`src/rtl/rtc_irq_pkg.sv`:
```
package rtc_irq_pkg;
  localparam int unsigned BYTE_W     = 8;
  localparam int unsigned TIME_BYTES = 3;

  // register addresses
  localparam logic ADDR_CTRL = 1'b0;
  localparam logic ADDR_STAT = 1'b1;

  // status bit positions
  localparam int unsigned ST_IRQ = 7;
  localparam int unsigned ST_PER = 6;
  localparam int unsigned ST_ALM = 5;
  localparam int unsigned ST_UPD = 4;

  // control bit positions
  localparam int unsigned CT_SET  = 7;
  localparam int unsigned CT_PEN  = 6;
  localparam int unsigned CT_AEN  = 5;
  localparam int unsigned CT_UEN  = 4;
  localparam int unsigned CT_BIN  = 2;
  localparam int unsigned CT_H24  = 1;

  typedef struct packed {
    logic set;
    logic pen;
    logic aen;
    logic uen;
    logic bin;
    logic h24;
  } ctrl_t;

  typedef struct packed {
    logic per;
    logic alm;
    logic upd;
  } flags_t;
endpackage

```
`src/rtl/rtc_alarm_cmp.sv`:
```
module rtc_alarm_cmp #(
  parameter int unsigned FIELDS = 3,
  parameter int unsigned FW     = 8
) (
  input  logic [FIELDS*FW-1:0] cur,
  input  logic [FIELDS*FW-1:0] alm,
  output logic                 match
);
  logic [FIELDS-1:0] hit;

  for (genvar i = 0; i < FIELDS; i++) begin : g_field
    logic [FW-1:0] c_b;
    logic [FW-1:0] a_b;
    logic          wild;
    assign c_b    = cur[i*FW +: FW];
    assign a_b    = alm[i*FW +: FW];
    assign wild   = (a_b[FW-1 -: 2] == 2'b11);
    assign hit[i] = wild | (c_b == a_b);
  end

  assign match = &hit;
endmodule

```
`src/rtl/rtc_ctrl_reg.sv`:
```
module rtc_ctrl_reg
  import rtc_irq_pkg::*;
#(
  parameter int unsigned DW = 8
) (
  input  logic          clk,
  input  logic          rst_n,
  input  logic          wr_en,
  input  logic [DW-1:0] wdata,
  output ctrl_t         ctrl
);
  logic set_q, pen_q, aen_q, uen_q;
  logic set_d, pen_d, aen_d, uen_d;
  logic bin_q, h24_q;
  logic set_rise;

  assign set_rise = wdata[CT_SET] & ~set_q;

  always_comb begin
    set_d = set_q;
    pen_d = pen_q;
    aen_d = aen_q;
    uen_d = uen_q;
    if (wr_en) begin
      set_d = wdata[CT_SET];
      pen_d = wdata[CT_PEN];
      aen_d = wdata[CT_AEN];
      uen_d = wdata[CT_UEN] & ~set_rise;
    end
  end

  always_ff @(posedge clk or negedge rst_n) begin
    if (!rst_n) begin
      set_q <= 1'b0;
      pen_q <= 1'b0;
      aen_q <= 1'b0;
      uen_q <= 1'b0;
    end else begin
      set_q <= set_d;
      pen_q <= pen_d;
      aen_q <= aen_d;
      uen_q <= uen_d;
    end
  end

  // mode bits keep their value through reset
  always_ff @(posedge clk) begin
    if (wr_en) begin
      bin_q <= wdata[CT_BIN];
      h24_q <= wdata[CT_H24];
    end
  end

  assign ctrl = '{set: set_q, pen: pen_q, aen: aen_q, uen: uen_q,
                  bin: bin_q, h24: h24_q};
endmodule

```
`src/rtl/rtc_flag_reg.sv`:
```
module rtc_flag_reg
  import rtc_irq_pkg::*;
(
  input  logic   clk,
  input  logic   rst_n,
  input  logic   clr,
  input  flags_t evt,
  output flags_t flags
);
  flags_t flags_q, flags_d;

  // a coincident event wins over the clear
  always_comb begin
    flags_d = clr ? '0 : flags_q;
    flags_d = flags_d | evt;
  end

  always_ff @(posedge clk or negedge rst_n) begin
    if (!rst_n) flags_q <= '0;
    else        flags_q <= flags_d;
  end

  assign flags = flags_q;
endmodule

```
`src/rtl/rtc_irq_unit.sv`:
```
module rtc_irq_unit
  import rtc_irq_pkg::*;
#(
  parameter int unsigned DW     = BYTE_W,
  parameter int unsigned NBYTES = TIME_BYTES,
  localparam int unsigned TW    = DW * NBYTES
) (
  input  logic          clk,
  input  logic          rst_n,
  input  logic          bus_sel,
  input  logic          bus_wr,
  input  logic          bus_addr,
  input  logic [DW-1:0] bus_wdata,
  output logic [DW-1:0] bus_rdata,
  input  logic          periodic_tick,
  input  logic          update_done,
  input  logic [TW-1:0] cur_time,
  input  logic [TW-1:0] alm_time,
  output logic          irq_n
);
  ctrl_t  ctrl;
  flags_t flags;
  flags_t evt;
  logic   wr_ctrl, rd_stat;
  logic   alm_match;
  logic   irq_any;

  assign wr_ctrl = bus_sel &  bus_wr & (bus_addr == ADDR_CTRL);
  assign rd_stat = bus_sel & ~bus_wr & (bus_addr == ADDR_STAT);

  rtc_alarm_cmp #(.FIELDS(NBYTES), .FW(DW)) u_cmp (
    .cur   (cur_time),
    .alm   (alm_time),
    .match (alm_match)
  );

  assign evt.per = periodic_tick;
  assign evt.upd = update_done;
  assign evt.alm = update_done & alm_match;

  rtc_ctrl_reg #(.DW(DW)) u_ctrl (
    .clk   (clk),
    .rst_n (rst_n),
    .wr_en (wr_ctrl),
    .wdata (bus_wdata),
    .ctrl  (ctrl)
  );

  rtc_flag_reg u_flags (
    .clk   (clk),
    .rst_n (rst_n),
    .clr   (rd_stat),
    .evt   (evt),
    .flags (flags)
  );

  assign irq_any = (flags.per & ctrl.pen) | (flags.alm & ctrl.aen) |
                   (flags.upd & ctrl.uen);
  assign irq_n   = ~irq_any;

  always_comb begin
    bus_rdata = '0;
    if (bus_addr == ADDR_STAT) begin
      bus_rdata[ST_IRQ] = irq_any;
      bus_rdata[ST_PER] = flags.per;
      bus_rdata[ST_ALM] = flags.alm;
      bus_rdata[ST_UPD] = flags.upd;
    end else begin
      bus_rdata[CT_SET] = ctrl.set;
      bus_rdata[CT_PEN] = ctrl.pen;
      bus_rdata[CT_AEN] = ctrl.aen;
      bus_rdata[CT_UEN] = ctrl.uen;
      bus_rdata[CT_BIN] = ctrl.bin;
      bus_rdata[CT_H24] = ctrl.h24;
    end
  end
endmodule

```
`config.mk`:
```
export PLATFORM = sky130hd
export DESIGN_NAME = rtc_irq_unit
export DESIGN_NICKNAME = d
export VERILOG_FILES = /design/src/rtl/rtc_irq_pkg.sv /design/src/rtl/rtc_alarm_cmp.sv /design/src/rtl/rtc_ctrl_reg.sv /design/src/rtl/rtc_flag_reg.sv /design/src/rtl/rtc_irq_unit.sv
export SDC_FILE = /design/constraint.sdc
export NUM_CORES = 1
export LEC_CHECK = 0
export ABC_AREA = 0
export BUFFER_PORTS_ARGS = -buffer_cell sky130_fd_sc_hd__buf_2
export CAP_MARGIN = 25
export CELL_PAD_IN_SITES_DETAIL_PLACEMENT = 1
export CELL_PAD_IN_SITES_GLOBAL_PLACEMENT = 1
export CORE_MARGIN = 1
export CORE_UTILIZATION = 23
export CTS_CLUSTER_SIZE = 12
export DETAILED_ROUTE_END_ITERATION = 7
export PLACE_DENSITY = 0.78
export SYNTH_ARGS = -nofsm -noshare
export SYNTH_HDL_FRONTEND = slang
export SYNTH_SLANG_ARGS = --single-unit
```
`constraint.sdc`:
```
create_clock -name clk -period 1 [get_ports clk]
set_input_delay 0 -clock clk [delete_from_list [all_inputs] [get_ports clk]]
set_output_delay 0 -clock clk [all_outputs]
set_load 0.05 [all_outputs]
```
# --- After elaboration in Yosys (flattened, before gate mapping) ---
# Cells that the tools add are included.
op_classes:
  add_sub_neg: 0
  multipliers: 0
  shift: 0
  n_mux: 3
  div_mod_pow: 0
  order_cmp: 0
  n_reduce_logical: 1
  eq_ne: 6
  bitwise_logic: 21
op_table:
  columns: ["operator", "n"]
  rows:
  - ["$eq 8x8->1", 3]
  - ["$and 1x1->1", 10]
  - ["$eq 2x2->1 const B", 3]
  - ["$not 1->1", 5]
  - ["$or 1x1->1", 5]
  - ["$mux 4", 1]
  - ["$mux 3", 1]
  - ["$or 3x3->3", 1]
  - ["$reduce_and 3->1", 1]
  - ["$mux 2", 1]
totals:
  ff_bits: 9
  mem_bits_rw: 0
  rom_bits: 0
  n_memories: 0
  output_inout_bits: 9
  latchBits: 0
  input_bits: 63
  word_cells: 40

# --- Longest topological paths before layout ---
depth:
  word_depth: 5
  ltp_mapped: 4
  mapped_depth_nobuf: 4

# --- Modules after synthesis ---
# Synthesis repeated with hierarchy kept, for this count alone.
hier_totals:
  cells_unflattened: 76
  hier_area_um2: 752.0
by_module_without_submodules:
  columns: ["mod", "seq_area_each_um2", "cells_each", "n_inst", "area_per_inst_um2"]
  rows:
  - ["rtc_alarm_cmp", 0.0, 34, 1, 280.3]
  - ["rtc_ctrl_reg", 160.2, 19, 1, 259.0]
  - ["rtc_irq_unit", 0.0, 16, 1, 111.4]
  - ["rtc_flag_reg", 75.1, 7, 1, 101.3]

# --- Least setup slack after synthesis ---
# Ideal clock, no wire load.
synth_timing:
  path_kind: "register to output"
  from: "reg u_flags.flags_q (netlist bit u_flags.flags[2])"
  to: "out bus_rdata[7]"
  t_required_ns: 1.000
  n_path_buf: 0
  setup_slack_ns: -1.478
  path_stages_with_launch: 3
  arrival_ns: 2.478
  path_cell_list: "dfrtp_1 -> a222oi_1 -> a21oi_1"
synth_between:
  elab_chain_cells: 4
synth_rtl:
  columns: ["item", "line", "text"]
  rows:
  - ["from (decl)", "rtc_flag_reg.sv:10", "flags_t flags_q, flags_d;"]
  - ["from (signal assigned)", "rtc_flag_reg.sv:20", "else flags_q <= flags_d;"]
  - ["$and 1x1->1", "rtc_irq_unit.sv:57", "assign irq_any = (flags.per & ctrl.pen) | (flags.alm & ctrl.aen) |"]
  - ["$or 1x1->1 (2 in series)", "rtc_irq_unit.sv:57", null]
  - ["$mux 4", "rtc_irq_unit.sv:63", "if (bus_addr == ADDR_STAT) begin"]
  - ["to (decl)", "rtc_irq_unit.sv:14", "output logic [DW-1:0] bus_rdata,"]
# Every way passes these cells.

# --- Worst setup path in the final report ---
layout_timing:
  from: "reg u_ctrl.pen_q"
  to: "out bus_rdata[7]"
layout_between:
  elab_chain_cells: 4
layout_rtl:
  columns: ["item", "line", "text"]
  rows:
  - ["from (decl)", "rtc_ctrl_reg.sv:12", "logic set_q, pen_q, aen_q, uen_q;"]
  - ["from (signal assigned)", "rtc_ctrl_reg.sv:40", "pen_q <= pen_d;"]
  - ["$and 1x1->1", "rtc_irq_unit.sv:57", null]
  - ["$or 1x1->1 (2 in series)", "rtc_irq_unit.sv:57", null]
  - ["$mux 4", "rtc_irq_unit.sv:63", null]
# Every way passes these cells.

==> results.sh <==
export IMPL_clk_path_buf_depth=2
export IMPL_clk_latency_ns=0.27
export IMPL_synth_cells=71
export IMPL_grt_pass1_wl_mm=4.174
export IMPL_clk_pin_slew_ns=0.07
export IMPL_cts_made_buffers=3
export IMPL_ant_nets=0
export IMPL_synthSimpleGateAreaFrac_pct=12.50
export IMPL_synth_area_mux_share_pct=8.036
export IMPL_fin_nets=223
export IMPL_dp_hpwl_mm=1.870
export IMPL_start_util_pct=24.77
export IMPL_hold_depth=3
export IMPL_synth_cell_types=19
export IMPL_drc=10
export IMPL_power_density_nw_per_um2=1120
export IMPL_final_cell_mix="buf_2 (60), xor2_1 (24), buf_4 (11)"
export IMPL_synth_xor_area_share_pct=30.00
export IMPL_timing_hold_ws_ns=0.01027
export IMPL_antenna_found_initial=0
export IMPL_status="finished with violations"
export IMPL_wirelength_mm=2.500
export IMPL_fin_ws_ns=-0.5610
export IMPL_die_area_um2=3271
export IMPL_synth_fa_ha_area_share_pct=0
export IMPL_avgSynthCellArea_um2=9.869
export IMPL_preCtsSetupSlack_ns=-0.1909
export IMPL_cts_sinks=9
export IMPL_cts_htree_levels=1
export IMPL_seq_power_share_pct=29.7
export IMPL_drt_iter0_markers=22
export IMPL_vias=867
export IMPL_start_kind="flip-flop"
export IMPL_final_common_cell="buf_2"
export IMPL_failed_checks="design-rule violations, negative setup slack"
export IMPL_firstDrtPassIters=7
export IMPL_hp_class="in2reg"
export IMPL_p_comb_share_pct=50.8
export IMPL_final_instance_count_excl_fill=190
export IMPL_timing_setup_tns_ns=-1.770
export IMPL_clockPowerShare_pct=19.6
export IMPL_cts_tree="built"
export IMPL_r2r_slack_ns=0
export IMPL_ys_ff_latch=9
export IMPL_yosysWarningCount=0
export IMPL_viasPerCell=4.563
export IMPL_cp_arrival_ns=1.56
export IMPL_ff2ff_path_depth=3
export IMPL_finalCriticalPeriod_ns=1.561
export IMPL_core_um2=2829
export IMPL_synth_compound_gate_area_share_pct=10.89
export IMPL_critPathKind="reg2out"
export IMPL_finClkSkew_ns=0.003843
export IMPL_yosysSeqAreaShare_pct=33.57
export IMPL_vdd_drop_max_uv=372.4
export IMPL_fin_util_pct=46.97
export IMPL_wl_per_cell_um=13.16
export IMPL_rsz0062_at_grt="yes"
export IMPL_p_sw_mw=0.5421
export IMPL_grt_max_degree=8
export IMPL_area_growth_pct=89.64
export IMPL_finalHoldViolations=0
export IMPL_grt_pass1_vias=965
export IMPL_period_share_pct=156.1
export IMPL_die_h_um=57.20
export IMPL_crit_fanout=2
export IMPL_cts_root_buf="clkbuf_4"
export IMPL_r2r_end="u_ctrl.pen_q"
export IMPL_p_leak_nw=0.6981
export IMPL_whs_endpoint="u_ctrl.set_q"
export IMPL_dp_cells=177
export IMPL_internal_power_mw=0.9463
export IMPL_rows=19
export IMPL_maxSlewViolCount=0
export IMPL_fillCellCount=358
export IMPL_insertedDiodeCount=0
export IMPL_synth_top_family_by_area="XOR/XNOR gates"
export IMPL_min_delay_start="bus_wdata[7]"
export IMPL_drv_cap=0
export IMPL_place_gp_congestion=0.7861
export IMPL_syn_cell_area_um2=700.7
export IMPL_ios=72
export IMPL_io_buffers=67
export IMPL_critPathCaptureType="output pin"
export IMPL_grt_remaining_overflow=0
export IMPL_cp_data_required_time_ns=1.00
export IMPL_finalSetupViolCount=6
export IMPL_track_usage_pct=17.37
export IMPL_die_w_um=57.20
export IMPL_switching_share_pct=36.42
export IMPL_timing_rr_start="u_ctrl.pen_q"
export IMPL_fmax_mhz=640.6
export IMPL_drive_above_1_share_pct=57.86
state kept, by name (all words and copies together), names as in the netlist:
| name | count |
|---|---|
| u_flags.flags | 3 |
| u_ctrl.aen_q | 1 |
| u_ctrl.bin_q | 1 |
| u_ctrl.h24_q | 1 |
| u_ctrl.pen_q | 1 |
| u_ctrl.set_q | 1 |
| u_ctrl.uen_q | 1 |
metrics by stage:
step	total power [mW]	area [um^2]
final	1.488	1329
after global routing	1.570	1329
after CTS	1.429	1297
after detailed placement	1.043	1150
after global placement	1.023	1150
after floorplan	0.7828	720.7
Yosys cell counts (all sizes together):
master | n | area share, %
a222oi | 1 | 1.4
nand2 | 5 | 2.7
xor2 | 24 | 30
a22oi | 3 | 3.2
buf | 3 | 2.9
nor2b | 2 | 1.8
dfrtp | 7 | 25
nor4 | 6 | 5.4
mux2 | 5 | 8.0
o21ai | 3 | 2.1
a21oi | 1 | 0.71
conb | 1 | 0.54
edfxtp | 2 | 8.6
a21o | 1 | 1.1
o41ai | 1 | 2.3
nand3b | 2 | 2.1
inv | 3 | 1.6
nor2 | 1 | 0.54
power groups by stage:
stage / Combinational, mW / Sequential (mW) / Clock [mW]
3_5_place_dp: 0.597 / 0.446 / 0
6_report: 0.755 / 0.442 / 0.291
2_1_floorplan: 0.343 / 0.440 / 0
5_1_grt: 0.808 / 0.445 / 0.316
4_1_cts: 0.688 / 0.441 / 0.300
3_3_place_gp: 0.583 / 0.441 / 0
cells by family after synthesis:
group                     Yosys count
xor gates and xnor gates           24
and+or+nand+nor                    16
muxes                               5
other                               1
buffers and inverters               6
AOI/OAI and AO/OA                  10
DFF                                 9
area by class of cell:
cell class	instances	area [um^2]	area share, %
multi-input cells	57	461.7	34.75
clock inverters	1	5.005	0.3766
well taps	31	38.79	2.919
flip-flops and latches	9	235.2	17.70
inverters	3	11.26	0.8475
clock buffers	3	22.52	1.695
repair buffers	86	554.3	41.71
worst max-delay path: stages (launching register included):
cell and delay [ns]:
dfrtp_1 0.39, a222oi_1 0.48, buf_4 0.21, a21oi_4 0.06, buf_6 0.16
repair_timing:
item	CTS	global route
setup endpoints to repair	6	7
resized for setup	15	8
gates cloned	0	0
buffers inserted	0	3
pin swaps	1	1
hold buffers	7	0
endpoints found under the hold margin	13	0
per-layer routing:
layer	vias up	routed length, um	track usage (%)
met5	-	0	0
met4	0	40	8.362
met3	4	171	3.175
met2	41	1506	36.47
met1	402	782	15.35
li1	420	-	-
worst max path at each step:
stage                                 from      endpoint  cells after the start
after global placement        u_ctrl.pen_q  bus_rdata[7]                      4
after global routing          u_ctrl.pen_q  bus_rdata[7]                      4
after CTS                 u_flags.flags[2]  bus_rdata[7]                      4
after detailed placement      u_ctrl.pen_q  bus_rdata[7]                      4
after floorplan           u_flags.flags[2]  bus_rdata[7]                      2
final                         u_ctrl.pen_q  bus_rdata[7]                      4
(Power assumes the default switching activity.)
